### src/rtl/reseed_sched_pkg.sv
package reseed_sched_pkg;
  typedef enum logic [2:0] {
    RATE_EACH = 3'b001,
    RATE_MED  = 3'b010,
    RATE_LOW  = 3'b100
  } rate_e;

  typedef struct packed {
    logic clr;   // reseed completed: clear counter
    logic inc;   // counting allowed
  } cntStrobe_t;
endpackage

### src/rtl/reseed_count.sv
module reseed_count
  import reseed_sched_pkg::*;
#(
  parameter int RATE_MID  = 64,
  parameter int RATE_SLOW = 8192
) (
  input  logic       clk,
  input  logic       rst_n,
  input  logic       blockDone,
  input  logic [2:0] rateCode,
  input  cntStrobe_t strobe,
  output logic       rateHit
);
  localparam int CW  = $clog2(RATE_SLOW + 1);
  localparam int CW1 = CW + 1;

  rate_e          rateNorm, ratePrev;
  logic [CW-1:0]  cnt;
  logic [CW1-1:0] limit, cntInc;
  logic           rateChg;

  always_comb begin
    case (rateCode)
      3'b010:  rateNorm = RATE_MED;
      3'b100:  rateNorm = RATE_LOW;
      default: rateNorm = RATE_EACH;
    endcase
    case (rateNorm)
      RATE_MED: limit = CW1'(RATE_MID);
      RATE_LOW: limit = CW1'(RATE_SLOW);
      default:  limit = CW1'(1);
    endcase
  end

  assign rateChg = rateNorm != ratePrev;
  assign cntInc  = {1'b0, cnt} + 1'b1;
  assign rateHit = blockDone && strobe.inc && !rateChg && (cntInc >= limit);

  always_ff @(posedge clk or negedge rst_n) begin
    if (!rst_n) begin
      cnt      <= '0;
      ratePrev <= RATE_EACH;
    end else begin
      ratePrev <= rateNorm;
      if (strobe.clr || rateChg) cnt <= '0;
      else if (blockDone && strobe.inc) cnt <= cntInc[CW-1:0];
    end
  end


  hold_when_pending_chk: assert property (@(posedge clk) disable iff (!rst_n)
    (!strobe.inc && !strobe.clr && !rateChg) |=> $stable(cnt));


  count_bound_chk: assert property (@(posedge clk) disable iff (!rst_n)
    !rateChg |-> ({1'b0, cnt} <= limit));


  clear_on_done_chk: assert property (@(posedge clk) disable iff (!rst_n)
    strobe.clr |=> (cnt == '0));
endmodule

### src/rtl/reseed_ctrl.sv
module reseed_ctrl
  import reseed_sched_pkg::*;
(
  input  logic       clk,
  input  logic       rst_n,
  input  logic       rateHit,
  input  logic       keyWritten,
  input  logic       swTrigger,
  input  logic       auxWe,
  input  logic       auxKeyTouch,
  input  logic       lockWe,
  input  logic       lockWrBit,
  input  logic       entAck,
  output cntStrobe_t strobe,
  output logic       entReq,
  output logic       busy,
  output logic       trigBit,
  output logic       keyTouchEn,
  output logic       lockEn
);
  logic setNow, ackNow;

  assign setNow = swTrigger || (keyWritten && keyTouchEn);
  assign ackNow = entReq && entAck;

  always_ff @(posedge clk or negedge rst_n) begin
    if (!rst_n) begin
      trigBit    <= 1'b1;
      entReq     <= 1'b0;
      keyTouchEn <= 1'b1;
      lockEn     <= 1'b1;
    end else begin
      if (setNow)      trigBit <= 1'b1;
      else if (ackNow) trigBit <= 1'b0;

      if (ackNow)                            entReq <= 1'b0;
      else if (!entReq && (trigBit || rateHit)) entReq <= 1'b1;

      if (lockWe && !lockWrBit)  lockEn     <= 1'b0;
      if (auxWe && lockEn)       keyTouchEn <= auxKeyTouch;
    end
  end

  assign strobe.clr = ackNow;
  assign strobe.inc = !entReq;
  assign busy       = entReq || trigBit;


  req_hold_chk: assert property (@(posedge clk) disable iff (!rst_n)
    (entReq && !entAck) |=> entReq);


  trig_starts_req_chk: assert property (@(posedge clk) disable iff (!rst_n)
    (trigBit && !entReq) |=> entReq);


  trig_clear_chk: assert property (@(posedge clk) disable iff (!rst_n)
    (entReq && entAck && !swTrigger && !keyWritten) |=> !trigBit);


  lock_sticky_chk: assert property (@(posedge clk) disable iff (!rst_n)
    !lockEn |=> !lockEn);


  locked_aux_chk: assert property (@(posedge clk) disable iff (!rst_n)
    !lockEn |=> $stable(keyTouchEn));
endmodule

### src/rtl/reseed_sched.sv
module reseed_sched
  import reseed_sched_pkg::*;
#(
  parameter int RATE_MID  = 64,
  parameter int RATE_SLOW = 8192
) (
  input  logic       clk,
  input  logic       rst_n,
  input  logic       blockDone,
  input  logic [2:0] rateCode,
  input  logic       keyWritten,
  input  logic       swTrigger,
  input  logic       auxWe,
  input  logic       auxKeyTouch,
  input  logic       lockWe,
  input  logic       lockWrBit,
  input  logic       entAck,
  output logic       entReq,
  output logic       busy,
  output logic       reseedTrigger,
  output logic       keyTouchEn,
  output logic       auxUnlocked
);
  cntStrobe_t strobe;
  logic       rateHit;

  reseed_count #(.RATE_MID(RATE_MID), .RATE_SLOW(RATE_SLOW)) u_count (
    .clk(clk), .rst_n(rst_n), .blockDone(blockDone), .rateCode(rateCode),
    .strobe(strobe), .rateHit(rateHit)
  );

  reseed_ctrl u_ctrl (
    .clk(clk), .rst_n(rst_n), .rateHit(rateHit), .keyWritten(keyWritten),
    .swTrigger(swTrigger), .auxWe(auxWe), .auxKeyTouch(auxKeyTouch),
    .lockWe(lockWe), .lockWrBit(lockWrBit), .entAck(entAck),
    .strobe(strobe), .entReq(entReq), .busy(busy), .trigBit(reseedTrigger),
    .keyTouchEn(keyTouchEn), .lockEn(auxUnlocked)
  );


  busy_cover_chk: assert property (@(posedge clk) disable iff (!rst_n)
    entReq |-> busy);
endmodule

### config.mk
export PLATFORM = sky130hd
export DESIGN_NAME = reseed_sched
export DESIGN_NICKNAME = d
export VERILOG_FILES = /design/src/rtl/reseed_sched_pkg.sv /design/src/rtl/reseed_count.sv /design/src/rtl/reseed_ctrl.sv /design/src/rtl/reseed_sched.sv
export SDC_FILE = /design/constraint.sdc
export NUM_CORES = 1
export LEC_CHECK = 0
export CORE_MARGIN = 3
export CORE_UTILIZATION = 56
export CTS_BUF_LIST = sky130_fd_sc_hd__clkbuf_2 sky130_fd_sc_hd__clkbuf_4 sky130_fd_sc_hd__clkbuf_8
export DETAILED_ROUTE_END_ITERATION = 6
export PLACE_DENSITY_LB_ADDON = 0.3
export REMOVE_ABC_BUFFERS = 1
export SLEW_MARGIN = 20
export SYNTH_ARGS = -nofsm -noshare
export SYNTH_HDL_FRONTEND = slang
export SYNTH_SLANG_ARGS = --single-unit
### constraint.sdc
create_clock -name clk -period 3 [get_ports clk]
set_input_delay 0.6 -clock clk [delete_from_list [all_inputs] [get_ports clk]]
set_output_delay 0.6 -clock clk [all_outputs]
set_load 0.05 [all_outputs]
==> results.md, run 1 <==
* Finished Layout Cells at 186
* Leakage Power at 0.651 nW
* Routed len/inst at about 15 um
* TritonCTS clock tree: built
* Crit. End Element: flip-flop
* Via/cell ratio at 5.78
* Unrepaired setup endpoints after global routing: false
* Number of max-cap violations at 0
* Post-CTS Hold Fix Bufs at 0
* Hpwl dp at 2020 um
* Placer Congestion at 0.834
* Nets at 178
* Final Hold Fails at 0
* Clock Sinks at 21
* Layout area overhead at 15.7%
* YS warnings at 0
* Vias at 1,075
* H-tree depth at 1
* Tmin final at ~2700 ps
* Clock Path Buffers at 2
* Seq pwr share at 0.543
* Starting density of the core at 0.632
* Critical Path RT at 3170 ps
* Peak supply drop at 0.279 mV
* First-pass GRT wire length at 4450 um
* Status: finished clean
* Detailed Route Iter0 Violations at 24
* Sw Share at 0.285
* Largest family of logic cells by synthesized area: simple AND/OR/NAND/NOR gates
* Flop2flop setup slack at 340 ps
* Mean Syn Cell Area at 9.20 sq um
* Worst-margin pin slew at ~900 ps
* Post-synth top flop: dfrtp_1
* Yosys cell types at 40
* Die Width at approximately 54 um
* Adder-cell share of the synthesized area at 0.0476
* Antenna-violating nets left at 0
* Seq/Total Area, Yosys at 0.403
* FF-to-FF Start: u_count.cnt[2]
* Synth Instances at 143
* Drt pass-1 iters at 4
* Drt drc at 0
* I/O Pins at 18
* Tcrit/Tclk final at 0.885
* Crit path launch type: flip-flop
* Simple-Gate Fraction of Synth Area at 0.292
* # setup viols final at 0
* Cts repair resizes at 0
* GRT Total Usage at 0.214
* Cell taking the most area after synthesis: dfrtp_1
* Total grt overflow at 0
* Fin Setup TNS at 0 ps
* Die area at about 0.003 sq mm
* Post-synthesis xor/xnor area fraction at 0.113
* Worst path arrival time at 2830 ps
* Synth top area share at 0.324
* Post-Syn Area at 0.00132 sq mm
* R2r worst-path depth at 8
* Final Util at 0.731
* Initial antenna violation count at 0
* Clock Latency Late Sink at 300 ps
* Portion of netlist area occupied by mux cells at 0.0238
* Hold crit path type: flip-flop to flip-flop
* Synth Area in Compound Gates at 0.0790
* Port bufs at 17
* Chip height at 54.5 um
* Worst hold margin at 496 ps
* Synth async-reset ratio at 1.00
* Combinational power share at 0.203
* WL final at 2760 um
* Largest net degree at the start of global routing at 22
* Clock share of power at 0.255
* Setup Buffers After CTS at 0
* Dpl cells at 182
* Worst-path clk slew at ~120 ps
* Final Skew at roughly 9 ps
* Critical path origin: u_count.cnt[2]
* Cell-internal power at roughly 400 uW
* Critical path class: flip-flop to flip-flop
* Top achievable clock speed at approximately 380 MHz
* Clk root buf: clkbuf_4
* Worst min-delay path startpoint: u_ctrl.lockEn
* Ant diodes at 0
* Fin. max-slew vios at 0
* Site Rows at 16
* Total clock buffers created by CTS at 3
* Crit path to: u_ctrl.entReq
* Crit Path Max Fanout at 10
* Slew HR at 0.399
* PD cells at about 370 mW/mm^2
* Placeable Area at 0.00208 sq mm
* Post-synth EDFFs at 0
* Power Total at 562 uW
* Share of layout cells above drive strength 1 at 0.113
* Reg2reg end: u_ctrl.entReq
* Sw Pwr at 160 uW
* Vias in the first global route at just over 1,000
* Area contributors post-synth: dfrtp_1, dfstp_2, nor2_1, xnor2_1, ha_1
* Synth Register Bits at 21
[cell families (layout without fill, tap and decap cells)]
group                      after synthesis  in the layout
and+or+nand+nor                         72             72
AOI/OAI and AO/OA                       14             14
xor gates and xnor gates                17             17
buffers and inverters                   11             27
adders and majority gates                5              5
DFF                                     21             21
muxes                                    3              3
[sequential cells by signal, summed over array words and instances, names as in the netlist]
register           cells
u_count.cnt           14
u_count.ratePrev       3
u_ctrl.keyTouchEn      1
u_ctrl.lockEn          1
u_ctrl.entReq          1
u_ctrl.trigBit         1
[Yosys cell counts, drive strengths merged (4+ instances only)]
library cell   n
nor3           5
inv            5
buf            4
nand4          6
dfstp          4
dfrtp         17
xor2           7
ha             5
nand2         15
o21ai          4
xnor2         10
nand3          7
nor2          24
[placed cells by master, fill, tap and decap left out, types with 2 or more instances in the layout]
cell             netlist  final
clkdlybuf4s50_1        0     17
clkbuf_4               0      4
or3b_2                 2      2
and4_1                 2      2
nor4bb_1               2      2
and3_1                 2      2
ha_1                   5      5
mux2i_1                2      2
xnor2_1               10     10
xor2_1                 7      7
dfstp_2                4      4
inv_1                  5      5
nand4_1                5      5
o31ai_1                2      2
nor2_1                24     24
nand3_1                6      6
o21ai_0                4      4
nand2_1               15     15
dfrtp_1               17     17
nor3_1                 5      5
or2_2                  2      2
[stage by stage]
| step | instance area (sq um) | worst slack [ps] |
|---|---|---|
| 2_1_floorplan | 1280 | 667 |
| 3_3_place_gp | 1490 | 336 |
| 3_5_place_dp | 1490 | 260 |
| 4_1_cts | 1520 | 338 |
| 5_1_grt | 1520 | 160 |
| 6_report | 1520 | 344 |
[layer usage]
layer | part of all wire | wire length [um] | GRT usage
met1 | 0.43 | 1180 | 0.266
met5 | 0 | 0 | 0
met3 | 0.063 | 173 | 0.0436
met2 | 0.47 | 1310 | 0.331
met4 | 0.037 | 102 | 0.154
[how the worst min path moves through the flow]
stage,to,slack (ps),depth (start not counted)
CTS,u_ctrl.lockEn,500,1
finish,u_ctrl.lockEn,500,1
global placement,u_ctrl.lockEn,480,1
floorplan,u_count.cnt[0],300,0
detailed placement,u_ctrl.lockEn,480,1
global route,u_ctrl.lockEn,510,1
[critical path: stages (launching register included)]
cell	delay, ps
dfrtp_1	470
and4_1	520
nand3_4	170
nor3_1	270
xor2_1	120
ha_1	230
or3_1	360
a2111oi_2	240
a41oi_1	160
[power by group through the flow]
stage,registers [mW],logic (mW),clock network (mW)
global placement,0.309,0.111,0
floorplan,0.325,0.0476,0
finish,0.305,0.114,0.143
detailed placement,0.310,0.114,0
global route,0.307,0.123,0.164
CTS,0.305,0.115,0.145
[final cells by class]
| type | instances | area, sq um |
|---|---|---|
| well taps | 27 | 33.8 |
| multi-input cells | 111 | 731 |
| inverters | 5 | 18.8 |
| clock buffers | 4 | 30.0 |
| flip-flops and latches | 21 | 531 |
| fillers | 158 | 561 |
| repair buffers | 18 | 178 |
Power figures use the tool's default switching activity.
==> run 2: changes to the inputs <==
Settings changed: CORE_UTILIZATION 56 to 54, CTS_BUF_LIST sky130_fd_sc_hd__clkbuf_2 sky130_fd_sc_hd__clkbuf_4 sky130_fd_sc_hd__clkbuf_8 to not set.
==> run 2 against run 1 <==
  * Register-to-register slack gained 320 ps
  * Total power shrank 1.4%
  * Largest power group unchanged
  * Clock power shrank 5%
  * Flip-flop and latch count is the same
  * Maximum frequency grew 12%
==> results.md, run 2 (synthesized netlist as in run 1, its figures left out) <==
* Peak supply drop at 0.255 mV (-8.5%)
* Nets at 179 (+0.56%)
* Top achievable clock speed at 421 MHz (+12%)
* Leakage Power at 0.656 nW (+0.73%)
* Starting density of the core at 0.583 (-0.0484)
* Finished Layout Cells at 188 (+1.1%)
* Met2 Wirelength at 1240 um (-5.0%)
* Biggest register: u_count.cnt
* Fin. max-slew vios at 0 (unchanged)
* Worst-margin pin slew at 906 ps (+6.43 ps)
* Total grt overflow at 0 (unchanged)
* Most frequent cells in the layout: nor2_1, clkdlybuf4s50_1, dfrtp_1
* Initial antenna violation count at 0 (unchanged)
* Drt pass-1 iters at 4 (unchanged)
* Commonest non-fill, non-tap cell in the layout: nor2_1
* Clock Sinks at 21 (unchanged)
* H-tree depth at 1 (unchanged)
* Die Width at 55.3 um (+1.6%)
* Share of layout cells above drive strength 1 at 0.119 (+0.00554)
* Worst path arrival time at 2570 ps (-260 ps)
* Crit Path Max Fanout at 4 (-6)
* Wl on met1 at 1180 um (+0.17%)
* Layout area overhead at 16.2%
* PD cells at 362 mW/mm^2 (-1.8%)
* Ant diodes at 0 (unchanged)
* Hold crit path type: flip-flop to flip-flop
* Worst-path clk slew at 110 ps (about the same)
* # setup viols final at 0 (unchanged)
* Clk root buf: clkbuf_4
* TritonCTS clock tree: built
* Max reg flops at 14 (unchanged)
* Critical path class: primary input to flip-flop
* Drt drc at 0 (unchanged)
* Status: finished clean
* Worst Path Buf+Inv at 1 (+1)
* Vias at 1,073 (-0.19%)
* Die area at 0.00306 sq mm (+3.3%)
* Placer Congestion at 0.840 (+0.77%)
* Routed len/inst at 13.8 um (-7.2%)
* Largest net degree at the start of global routing at 22 (unchanged)
* Critical Path RT at 3190 ps (+20 ps)
* Post-CTS Hold Fix Bufs at 0 (unchanged)
* First-pass GRT wire length at 4670 um (+5.0%)
* Tmin final at 2380 ps (-279 ps)
* Clock Path Buffers at 2 (unchanged)
* I/O Pins at 18 (unchanged)
* Slowest CP cell: clkdlybuf4s50_1
* Final Skew at 3.00 ps (-6.12 ps)
* Slew HR at 0.394 (-0.00430)
* Port bufs at 17 (unchanged)
* Crit. End Element: flip-flop
* Total clock buffers created by CTS at 3 (unchanged)
* Antenna-violating nets left at 0 (unchanged)
* GRT Total Usage at 0.189 (-0.0258)
* CP Cell Sequence: clkdlybuf4s50_1 > or3b_2 > ha_1 > or3_1 > a2111oi_2 > a41oi_1
* Dpl cells at 184 (+1.1%)
* Site Rows at 17 (+1)
* Fin Setup TNS at 0 ps (unchanged)
* # fillers at 206 (+30%)
* Chip height at 55.3 um (+1.6%)
* Metal3 WL at 110 um (-36%)
* Hpwl dp at 1950 um (-3.5%)
* Setup Buffers After CTS at 0 (unchanged)
* Vias in the first global route at 1,057 (+3.0%)
* Crit path launch type: primary input
* Slowest stage delay, CP at 510 ps (about the same)
* Setup WS pre-CTS at 287 ps (+26.8 ps)
* Biggest regs: u_count.cnt (14), u_count.ratePrev (3)
* Detailed Route Iter0 Violations at 22 (-8.3%)
* Unrepaired setup endpoints after global routing: false
* Clock Latency Late Sink at 310 ps (about the same)
* Final Hold Fails at 0 (unchanged)
* Setup WS post-layout at 623 ps (+279 ps)
* Via/cell ratio at 5.71 (-1.2%)
* WL final at 2590 um (-6.2%)
* Top Layer Used: met4
* Cts repair resizes at 0 (unchanged)
* CP top delay family: simple AND/OR/NAND/NOR gates
* Placeable Area at 0.00225 sq mm (+8.3%)
* Number of max-cap violations at 0 (unchanged)
* Tcrit/Tclk final at 0.792 (-0.0929)
[run 2: changes by cell type in the layout (fill, tap and decap cells not counted)]
cell      change
clkbuf_4      -1
clkinv_2      +1
buf_4         +1
[run 2: where the power goes]
part           switching, mW  total (mW)  internal [mW]  leakage (nW)
clock                 0.0863       0.136         0.0500        0.0177
sequential            0.0109       0.304          0.293         0.275
combinational         0.0657       0.113         0.0472         0.363
total                  0.163       0.554          0.391         0.656
[run 2: final cells by class]
class                   count  area (sq um)  share of cell area
inverters                   5          18.8              0.0123
clock buffers               3          22.5              0.0147
repair buffers             19           185               0.121
well taps                  28          35.0              0.0229
clock inverters             1          5.00             0.00328
flip-flops and latches     21           531               0.347
multi-input cells         111           731               0.478
[run 2: worst reg2reg max path, cell delays in order (launching register included)]
cell and delay [ps]:
dfrtp_1 490, and3_1 270, nand3_4 120, nor3_1 260, xor2_1 120, ha_1 220
or3_1 370, a2111oi_2 220, a41oi_1 150
[run 2: per-layer routing]
layer,GRT usage,up-vias
met5,0,-
met4,0.101,0
met3,0.0327,6
met2,0.302,21
met1,0.241,517
li1,-,529
[run 2: stage by stage]
step,util,hold WS [ps],area (sq um),power [mW]
finish,0.678,504,1530,0.554
global route,0.678,534,1530,0.584
CTS,0.678,508,1530,0.563
detailed placement,0.665,489,1500,0.423
global placement,0.665,481,1500,0.421
floorplan,-,304,1280,0.372
[run 2: final timing paths]
| check | end | slack (ps) | from | cells after the start |
|---|---|---|---|---|
| setup / recovery | u_ctrl.entReq | 620 | rateCode[1] | 6 |
| hold / removal | u_ctrl.lockEn | 500 | u_ctrl.lockEn | 1 |
| setup reg to reg | u_ctrl.entReq | 660 | u_count.cnt[0] | 8 |
| hold reg to reg | u_ctrl.lockEn | 500 | u_ctrl.lockEn | 1 |
| max in group asynchronous | u_count.cnt[4] | 1660 | rst_n | 1 |
| min in group asynchronous | u_count.cnt[10] | 780 | rst_n | 1 |
